--- src/rtl/sbox_cfg_pkg.sv ---
package sbox_cfg_pkg;

    localparam int unsigned NT     = 32;
    localparam int unsigned TAW    = 4;
    localparam int unsigned TDW    = 4;
    localparam int unsigned TDEPTH = 1 << TAW;
    localparam int unsigned TSEL_W = $clog2(NT);
    localparam int unsigned ADDR_W = NT * TAW;
    localparam int unsigned BUS_W  = NT * TDW;
    localparam int unsigned NBOX6  = NT / 4;
    localparam int unsigned SEL_W  = 2 * NBOX6;

    typedef enum logic [1:0] {
        MODE_N4   = 2'd0,
        MODE_N6   = 2'd1,
        MODE_B8   = 2'd2,
        MODE_WIDE = 2'd3
    } lut_mode_e;

    typedef struct packed {
        logic              en;
        logic [TSEL_W-1:0] tbl;
        logic [TAW-1:0]    idx;
        logic [TDW-1:0]    data;
    } tbl_wr_t;

    // Bits that are always zero in 6-to-4 mode (upper nibble of each lane)
    function automatic logic [BUS_W-1:0] n6_pad_mask();
        logic [BUS_W-1:0] m;
        m = '0;
        for (int b = 0; b < int'(NBOX6); b++)
            m[b*8+4 +: 4] = 4'hF;
        return m;
    endfunction

    localparam logic [BUS_W-1:0] N6_PAD = n6_pad_mask();

endpackage

--- src/rtl/sbox_addr_route.sv ---
module sbox_addr_route
    import sbox_cfg_pkg::*;
(
    input  lut_mode_e          mode,
    input  logic [ADDR_W-1:0]  addr_in,
    output logic [TAW-1:0]     tbl_addr [NT],
    output logic [SEL_W-1:0]   sel
);

    always_comb begin
        for (int t = 0; t < int'(NT); t++) begin
            unique case (mode)
                MODE_N4:   tbl_addr[t] = addr_in[t*TAW +: TAW];
                MODE_N6:   tbl_addr[t] = addr_in[(t/4)*8 +: TAW];
                default:   tbl_addr[t] = addr_in[0 +: TAW];
            endcase
        end
    end

    always_comb begin
        sel = '0;
        unique case (mode)
            MODE_N6: begin
                for (int b = 0; b < int'(NBOX6); b++)
                    sel[2*b +: 2] = addr_in[b*8+4 +: 2];
            end
            MODE_B8: sel[0 +: 4] = addr_in[4 +: 4];
            default: sel = '0;
        endcase
    end

endmodule

--- src/rtl/sbox_table_bank.sv ---
module sbox_table_bank
    import sbox_cfg_pkg::*;
(
    input  logic           clk,
    input  logic           rst,
    input  tbl_wr_t        wr,
    input  logic [TAW-1:0] tbl_addr [NT],
    output logic [TDW-1:0] rd_q     [NT]
);

    for (genvar g = 0; g < int'(NT); g++) begin : g_tbl
        logic [TDW-1:0] mem [TDEPTH];

        always_ff @(posedge clk) begin
            if (wr.en && wr.tbl == TSEL_W'(g))
                mem[wr.idx] <= wr.data;
        end

        always_ff @(posedge clk) begin
            if (rst) rd_q[g] <= '0;
            else     rd_q[g] <= mem[tbl_addr[g]];
        end


        table_hold_chk: assert property (@(posedge clk) disable iff (rst)
            (!wr.en && $past(!wr.en) && $past(!rst) && $stable(tbl_addr[g]))
            |=> $stable(rd_q[g]));
    end

endmodule

--- src/rtl/sbox_out_steer.sv ---
module sbox_out_steer
    import sbox_cfg_pkg::*;
(
    input  lut_mode_e          mode_q,
    input  logic [SEL_W-1:0]   sel_q,
    input  logic [TDW-1:0]     rd_q [NT],
    output logic [BUS_W-1:0]   data_out
);

    always_comb begin
        logic [TSEL_W-1:0] pick;
        data_out = '0;
        pick     = '0;
        unique case (mode_q)
            MODE_N6: begin
                for (int b = 0; b < int'(NBOX6); b++) begin
                    pick = TSEL_W'(b*4) + TSEL_W'(sel_q[2*b +: 2]);
                    data_out[b*8 +: TDW] = rd_q[pick];
                end
            end
            MODE_B8: begin
                pick = {sel_q[0 +: TSEL_W-1], 1'b0};
                data_out[0   +: TDW] = rd_q[pick];
                data_out[TDW +: TDW] = rd_q[pick | TSEL_W'(1)];
            end
            default: begin
                for (int t = 0; t < int'(NT); t++)
                    data_out[t*TDW +: TDW] = rd_q[t];
            end
        endcase
    end

endmodule

--- src/rtl/reconfig_sbox_mem.sv ---
module reconfig_sbox_mem
    import sbox_cfg_pkg::*;
(
    input  logic              clk,
    input  logic              rst,
    input  logic [1:0]        mode_sel,
    input  logic [ADDR_W-1:0] lut_addr,
    input  logic              wr_en,
    input  logic [TSEL_W-1:0] wr_tbl,
    input  logic [TAW-1:0]    wr_idx,
    input  logic [TDW-1:0]    wr_data,
    output logic [BUS_W-1:0]  lut_data
);

    lut_mode_e        mode_in;
    lut_mode_e        mode_q;
    logic [SEL_W-1:0] sel_d;
    logic [SEL_W-1:0] sel_q;
    logic [TAW-1:0]   tbl_addr [NT];
    logic [TDW-1:0]   rd_q     [NT];
    tbl_wr_t          wr;

    assign mode_in = lut_mode_e'(mode_sel);
    assign wr      = '{en: wr_en, tbl: wr_tbl, idx: wr_idx, data: wr_data};

    sbox_addr_route u_route (
        .mode     (mode_in),
        .addr_in  (lut_addr),
        .tbl_addr (tbl_addr),
        .sel      (sel_d)
    );

    sbox_table_bank u_bank (
        .clk      (clk),
        .rst      (rst),
        .wr       (wr),
        .tbl_addr (tbl_addr),
        .rd_q     (rd_q)
    );

    always_ff @(posedge clk) begin
        if (rst) begin
            mode_q <= MODE_N4;
            sel_q  <= '0;
        end else begin
            mode_q <= mode_in;
            sel_q  <= sel_d;
        end
    end

    sbox_out_steer u_steer (
        .mode_q   (mode_q),
        .sel_q    (sel_q),
        .rd_q     (rd_q),
        .data_out (lut_data)
    );


    reset_clear_chk: assert property (@(posedge clk)
        rst |=> (lut_data == '0));


    byte_mode_upper_chk: assert property (@(posedge clk) disable iff (rst)
        (mode_sel == 2'd2) |=> (lut_data[BUS_W-1:8] == '0));


    n6_pad_zero_chk: assert property (@(posedge clk) disable iff (rst)
        (mode_sel == 2'd1) |=> ((lut_data & N6_PAD) == '0));


    out_hold_chk: assert property (@(posedge clk) disable iff (rst)
        (!wr_en && $past(!wr_en) && $past(!rst) && $stable(lut_addr) && $stable(mode_sel))
        |=> $stable(lut_data));

endmodule

--- config.mk ---
export PLATFORM = sky130hd
export DESIGN_NAME = reconfig_sbox_mem
export DESIGN_NICKNAME = d
export VERILOG_FILES = /design/src/rtl/sbox_cfg_pkg.sv /design/src/rtl/sbox_addr_route.sv /design/src/rtl/sbox_table_bank.sv /design/src/rtl/sbox_out_steer.sv /design/src/rtl/reconfig_sbox_mem.sv
export SDC_FILE = /design/constraint.sdc
export NUM_CORES = 2
export LEC_CHECK = 0
export BUFFER_PORTS_ARGS = -buffer_cell sky130_fd_sc_hd__buf_2
export CAP_MARGIN = 20
export CORE_MARGIN = 4
export CORE_UTILIZATION = 46
export CTS_CLUSTER_DIAMETER = 100
export DETAILED_ROUTE_END_ITERATION = 8
export PLACE_DENSITY = 0.64
export SETUP_SLACK_MARGIN = 0.15
export SYNTH_ARGS = -nofsm -noshare
export SYNTH_HDL_FRONTEND = slang
export SYNTH_HIERARCHICAL = 1
export SYNTH_SLANG_ARGS = --single-unit
--- constraint.sdc ---
create_clock -name clk -period 2.65 [get_ports clk]
set_input_delay 0.1325 -clock clk [delete_from_list [all_inputs] [get_ports clk]]
set_output_delay 0.1325 -clock clk [all_outputs]
set_load 0.05 [all_outputs]
* After elaboration in Yosys (flattened, before gate mapping)
Memory sizes are Yosys's and may differ from the RTL's. A register that Yosys moved wholly into a read port is not among the register bits. Index checks and enable logic that the tools add are counted.
Cells by class: add/sub/neg operators 7, $mul 0, divide/modulo/power cells 0, $lt $le $gt $ge 10, equal/unequal tests 35, shifts and indexed selects 0, muxes and demuxes 142, bitwise gates (word level) 11, reductions and logical operators 36
Operators with widths (number):
- $pmux 4 s2 | 38
- $bmux 4 s5 | 10
- $mux 4 | 29
- $eq 5x5->1 const B | 16
- $mux 68 | 1
- $mux 1 | 64
- $ge 6x6->1 const B | 10
- $not 5->6 | 9
- $eq 5x4->1 const B | 8
- $logic_and 1x1->1 | 32
- $eq 5x3->1 const B | 4
- $add 4x2->5 const A | 2
- $add 5x2->5 const A | 2
- $eq 5x2->1 const B | 2
- $not 2->6 | 1
- $add 4x3->5 const A | 1
- $eq 5x1->1 const B | 1
- $logic_not 5->1 | 1
- $add 3x2->4 const A | 1
- $add 3x3->4 const A | 1
- $eq 2x1->1 const B | 2
- $eq 2x2->1 const B | 2
- $reduce_or 2->1 | 2
- $logic_not 2->1 | 1
- $not 1->1 | 1
Storage, ports and cells: bits in registers 18, bits in latches 0, bits in writable memories 2048, bits in read-only memories 0, input port bits 146, word-level logic and storage cells 276, memories 32
Memories:
- u_bank.g_tbl[0].mem | depth 16, width 4, rd ports 1, clocked after memory_dff 1, wr ports 1, RTL line sbox_table_bank.sv:12 | logic [TDW-1:0] mem [TDEPTH];
- u_bank.g_tbl[10].mem | depth 16, width 4, rd ports 1, clocked after memory_dff 1, wr ports 1, RTL line sbox_table_bank.sv:12
- u_bank.g_tbl[11].mem | depth 16, width 4, rd ports 1, clocked after memory_dff 1, wr ports 1, RTL line sbox_table_bank.sv:12
- u_bank.g_tbl[12].mem | depth 16, width 4, rd ports 1, clocked after memory_dff 1, wr ports 1, RTL line sbox_table_bank.sv:12
- u_bank.g_tbl[13].mem | depth 16, width 4, rd ports 1, clocked after memory_dff 1, wr ports 1, RTL line sbox_table_bank.sv:12
- u_bank.g_tbl[14].mem | depth 16, width 4, rd ports 1, clocked after memory_dff 1, wr ports 1, RTL line sbox_table_bank.sv:12
- 26 more memories

* Logic depth before layout (Yosys ltp)
depth after elaboration 6, gate-level depth with buffers 13, mapped depth without buffers 8

* Hierarchy
Netlist, hierarchy kept.
By module, submodules not included:
- sbox_table_bank | instances 1, cells each 4379, area an instance 83570.2 µm², seq. area each 64061.4 µm²
- sbox_out_steer | instances 1, cells each 275, area an instance 2920.3 µm², seq. area each 0.0 µm²
- sbox_addr_route | instances 1, cells each 345, area an instance 1646.6 µm², seq. area each 0.0 µm²
- reconfig_sbox_mem | instances 1, cells each 37, area an instance 489.2 µm², seq. area each 360.3 µm²

* Worst setup path after synthesis
Ideal clock, no wire load.
kind input -> register, start input port mode_sel[1], end register u_bank/rd_q[100] in the netlist's numbering, read port of u_bank.g_tbl[6].mem, library setup time 0.132 ns, data arrival time 2.560 ns, required time 2.518 ns, path slack -0.042 ns, stages on the path 12, path buffers 5, cell sequence inv_1 ha_1 buf_6 or3b_1 buf_6 buf_6 nand3_1 buf_2 clkbuf_1 mux4_2 mux4_2 nor2b_1
RTL lines:
- start: declaration | RTL line reconfig_sbox_mem.sv:6 | input logic [1:0] mode_sel,
- end: declaration | RTL line sbox_table_bank.sv:8 | output logic [TDW-1:0] rd_q [NT]

* Final worst setup path
start register mode_q[1], end output port lut_data[6]
On the way: cells in the longest elaborated chain, start to end 2
Ends and longest elaborated chain:
- start: declaration | RTL line reconfig_sbox_mem.sv:16 | lut_mode_e mode_q;
- start signal: assignment | RTL line reconfig_sbox_mem.sv:46 | mode_q <= mode_in;
- $eq 2x2->1 or $eq 2x1->1 (tied branches) | RTL line sbox_out_steer.sv:14 | unique case (mode_q)
- $pmux 4 s2 * | RTL line sbox_out_steer.sv:14
- end: declaration | RTL line reconfig_sbox_mem.sv:12 | output logic [BUS_W-1:0] lut_data
Mark *: on every way between the ends. The rest lies on a longest branch, timed or not.

==> results.toml <==
[synth]
avgSynthCellArea_sq_um = 17.60
ys.warnings.count = 6
synth_xor_area_share_pct = 0
yosys.area_share.simple_pct = 7.025
synth_compound_area_share_pct = 3.329
synth_top_family_by_area = "multiplexers"
synthMuxAreaShare_pct = 15.08
yosysTopAreaCell = "edfxtp_1"
synth_area_leaders = "edfxtp_1 (69%), mux4_2 (11%), dfxtp_1 (3.3%)"
synth_seq_cells = 2194
yosysUniqueCellTypes = 52
syn_inst = 5036
synth_fp_nets = 5187
synth-edff-count = 2048
synth_top_area_share_pct = 69.39
synthArstFlopShare_pct = 0
synth-main-ff-cell = "edfxtp_1"
ys_seq_area_share_pct = 72.69
synthAdderAreaFrac_pct = 0.07059
syn-cell-area_sq_mm = 0.08863

[worst_setup_path]
crit_required_ns = 2.52
cp_max_fo = 3
crit_type = "flip-flop to primary output"
arrival_ns = 3.33
cp_common_cell = "buf_6"
start_kind = "flip-flop"
critPathCaptureType = "primary output"
cp_slowest_stage_delay_ns = 0.54
path_cells = "ha_4, or3b_4, buf_6, buf_6, a221oi_4, o21ai_2, o211ai_1, clkbuf_16"
slowest_stage = "o211ai_1"

[place]
io_buffer_count = 273
gp_congestion = 0.9876
dp_hpwl_mm = 190.2
place_worst_setup_slack_ns = -0.2089

[detailed_routing]
drt_iter0_markers = 6557
drc_errors = 0
drt_pre_antenna_iters = 6
viasPerCell = 6.133
antenna_left = 0
avgRoutedWirePerCell_um = 32.94
drt-total-wl_mm = 283.8
vias = 52840

[layout]
nFillCells = 14040
drive_gt1_share_pct = 30.36
final_common_cell = "edfxtp_1"
multiInputGateArea_sq_mm = 0.02336
fin_nets = 6055
ff_latch_area_sq_mm = 0.06451
finish.utilization_pct = 56.91
layout_common_cells = "edfxtp_1 (2,048), nor2_1 (586), mux4_2 (429), buf_4 (420)"
synthToLayoutAreaGrowth_pct = 22.51

[global_route]
grt_max_degree = 91
antenna_found_initial = 21
grt_pass1_wl_mm = 394.9
grt_pass1_vias = 52300
track_usage_pct = 28.11
grt_overflow = 0

[timing]
max_freq_ghz = 0.2886
fin_crit_sh_pct = 130.7
tightest_slew_ns = 1.244
max_slew_margin_pct = 16.69
drv_slew = 0
min_period_ns = 3.465
hold_violations = 0
fin_worst_skew_ns = 0.03928
rsz0062_at_grt = "true"
finalWorstSetupSlack_ns = -0.8148
setup_viol_count_final = 92

[cts]
cts.path.max_buffers = 3
cts.sinks = 2194
cts_max_level = 4
cts-root-buf = "clkbuf_16"
cts-buffers-inserted = 210
tritoncts = "built"
clock_latency_ns = 0.86
clk_pin_slew_ns = 0.07

[die]
fp-row-count = 160
die_h_um = 446.9
die-width_um = 446.9
core_area_sq_mm = 0.1908
initial_core_util_pct = 46.45
io_pins = 274
die-area_sq_mm = 0.1998

[min_path]
hold_class = "primary input to flip-flop"

[job]
max_cap_viol_count = 0

[pwr]
peakVddDrop_mv = 0.6135
power_density_mw_per_mm2 = 739.7
p_leak_nw = 36.41

[run_status]
violations = "negative setup slack"
status = "complete, but fails checks"
==> logic make-up after synthesis <==
| group | Yosys count |
|---|---|
| compound gates | 392 |
| fa+ha+maj | 5 |
| buf+inv | 321 |
| flops | 2194 |
| mux | 739 |
| simple gates | 1385 |
==> synthesized netlist by cell type (8+ instances only) <==
cell	instances
mux4_1	44
nand4_1	8
inv_1	10
buf_2	61
mux4_2	419
clkbuf_1	172
o211ai_1	103
a22oi_1	194
edfxtp_1	2048
mux2_2	10
nor2b_1	88
o21ai_1	11
and2_1	116
nand2_1	272
buf_6	21
mux2i_1	266
a211oi_1	8
nor2_1	586
nand3_1	276
buf_4	12
a22o_1	33
buf_1	35
dfxtp_1	146
nand2b_1	13
==> through the flow <==
| step | hold WS [ns] | cell area (sq um) | setup TNS [ns] | power [mW] | instances |
|---|---|---|---|---|---|
| after floorplan | 0.2041 | 88670 | 0 | 43.81 | 5036 |
| after global placement | 0.4913 | 97340 | -7.724 | 48.48 | 8028 |
| after detailed placement | 0.4795 | 97340 | -10.84 | 48.56 | 8028 |
| after CTS | 0.001006 | 107500 | -16.34 | 80.12 | 8542 |
| after global routing | 0.04026 | 108600 | -23.04 | 82.47 | 8606 |
| final | 0.04496 | 108600 | -18.22 | 80.32 | 8616 |
==> cell type report <==
class / instances / share of cell area (%)
flip-flops and latches: 2194 / 59.41
multi-input cells: 2521 / 21.51
repair buffers: 967 / 9.531
diodes: 18 / 0.04148
well taps: 2511 / 2.893
inverters: 10 / 0.04609
clock inverters: 137 / 1.514
clock buffers: 258 / 5.052
==> report_power, final <==
group          internal [mW]  switching [mW]  total (mW)  leakage, nW
combinational           4.60            5.87        10.5         13.3
sequential              38.2           0.881        39.1         19.6
clock                   17.6            13.2        30.8         3.43
total                   60.4            20.0        80.3         36.4
==> path summary, 6_finish.rpt <==
kind / start / endpoint / slack, ns / depth (start not counted)
max: mode_q[1] / lut_data[6] / -0.81 / 8
min: lut_addr[95] / u_bank/rd_q[34] / 0.04 / 6
max reg2reg: u_bank/g_tbl[0].mem[0][1] / u_bank/rd_q[125] / 0.83 / 5
min reg2reg: u_bank/g_tbl[24].mem[6][3] / u_bank/rd_q[31] / 0.67 / 4
==> what timing repair did <==
item / in CTS / in global routing
pin swaps: 23 / 19
resized for setup: 506 / 179
buffers inserted: 31 / 48
gates cloned: 17 / 8
hold buffers: 71 / 0
endpoints found under the setup margin: 96 / 215
endpoints found under the hold margin: 788 / 0
==> worst max-delay path: cells and delay by family, from the launching register on <==
| kind | cells | cell delay (ns) |
|---|---|---|
| AO/OA/AOI/OAI | 3 | 0.85 |
| buffers and inverters | 3 | 0.61 |
| AND/OR/NAND/NOR | 1 | 0.40 |
| flip-flops | 1 | 0.34 |
| adder cells (fa/ha/maj) | 1 | 0.26 |
==> sequential cells by signal (all words and copies together), names as in the netlist <==
signal,cells
u_bank/g_tbl.mem,2048
sel_q,16
u_bank/rd_q,128
mode_q,2
==> metal layers <==
metal / global-route usage (%) / wire length, um / vias up
li1: - / - / 21810
met1: 34.38 / 99230 / 27130
met2: 44.05 / 132900 / 3098
met3: 6.308 / 25180 / 796
met4: 20.86 / 26480 / 4
met5: 0 / 27 / -
Note: power is estimated with default switching activity, not from simulation.
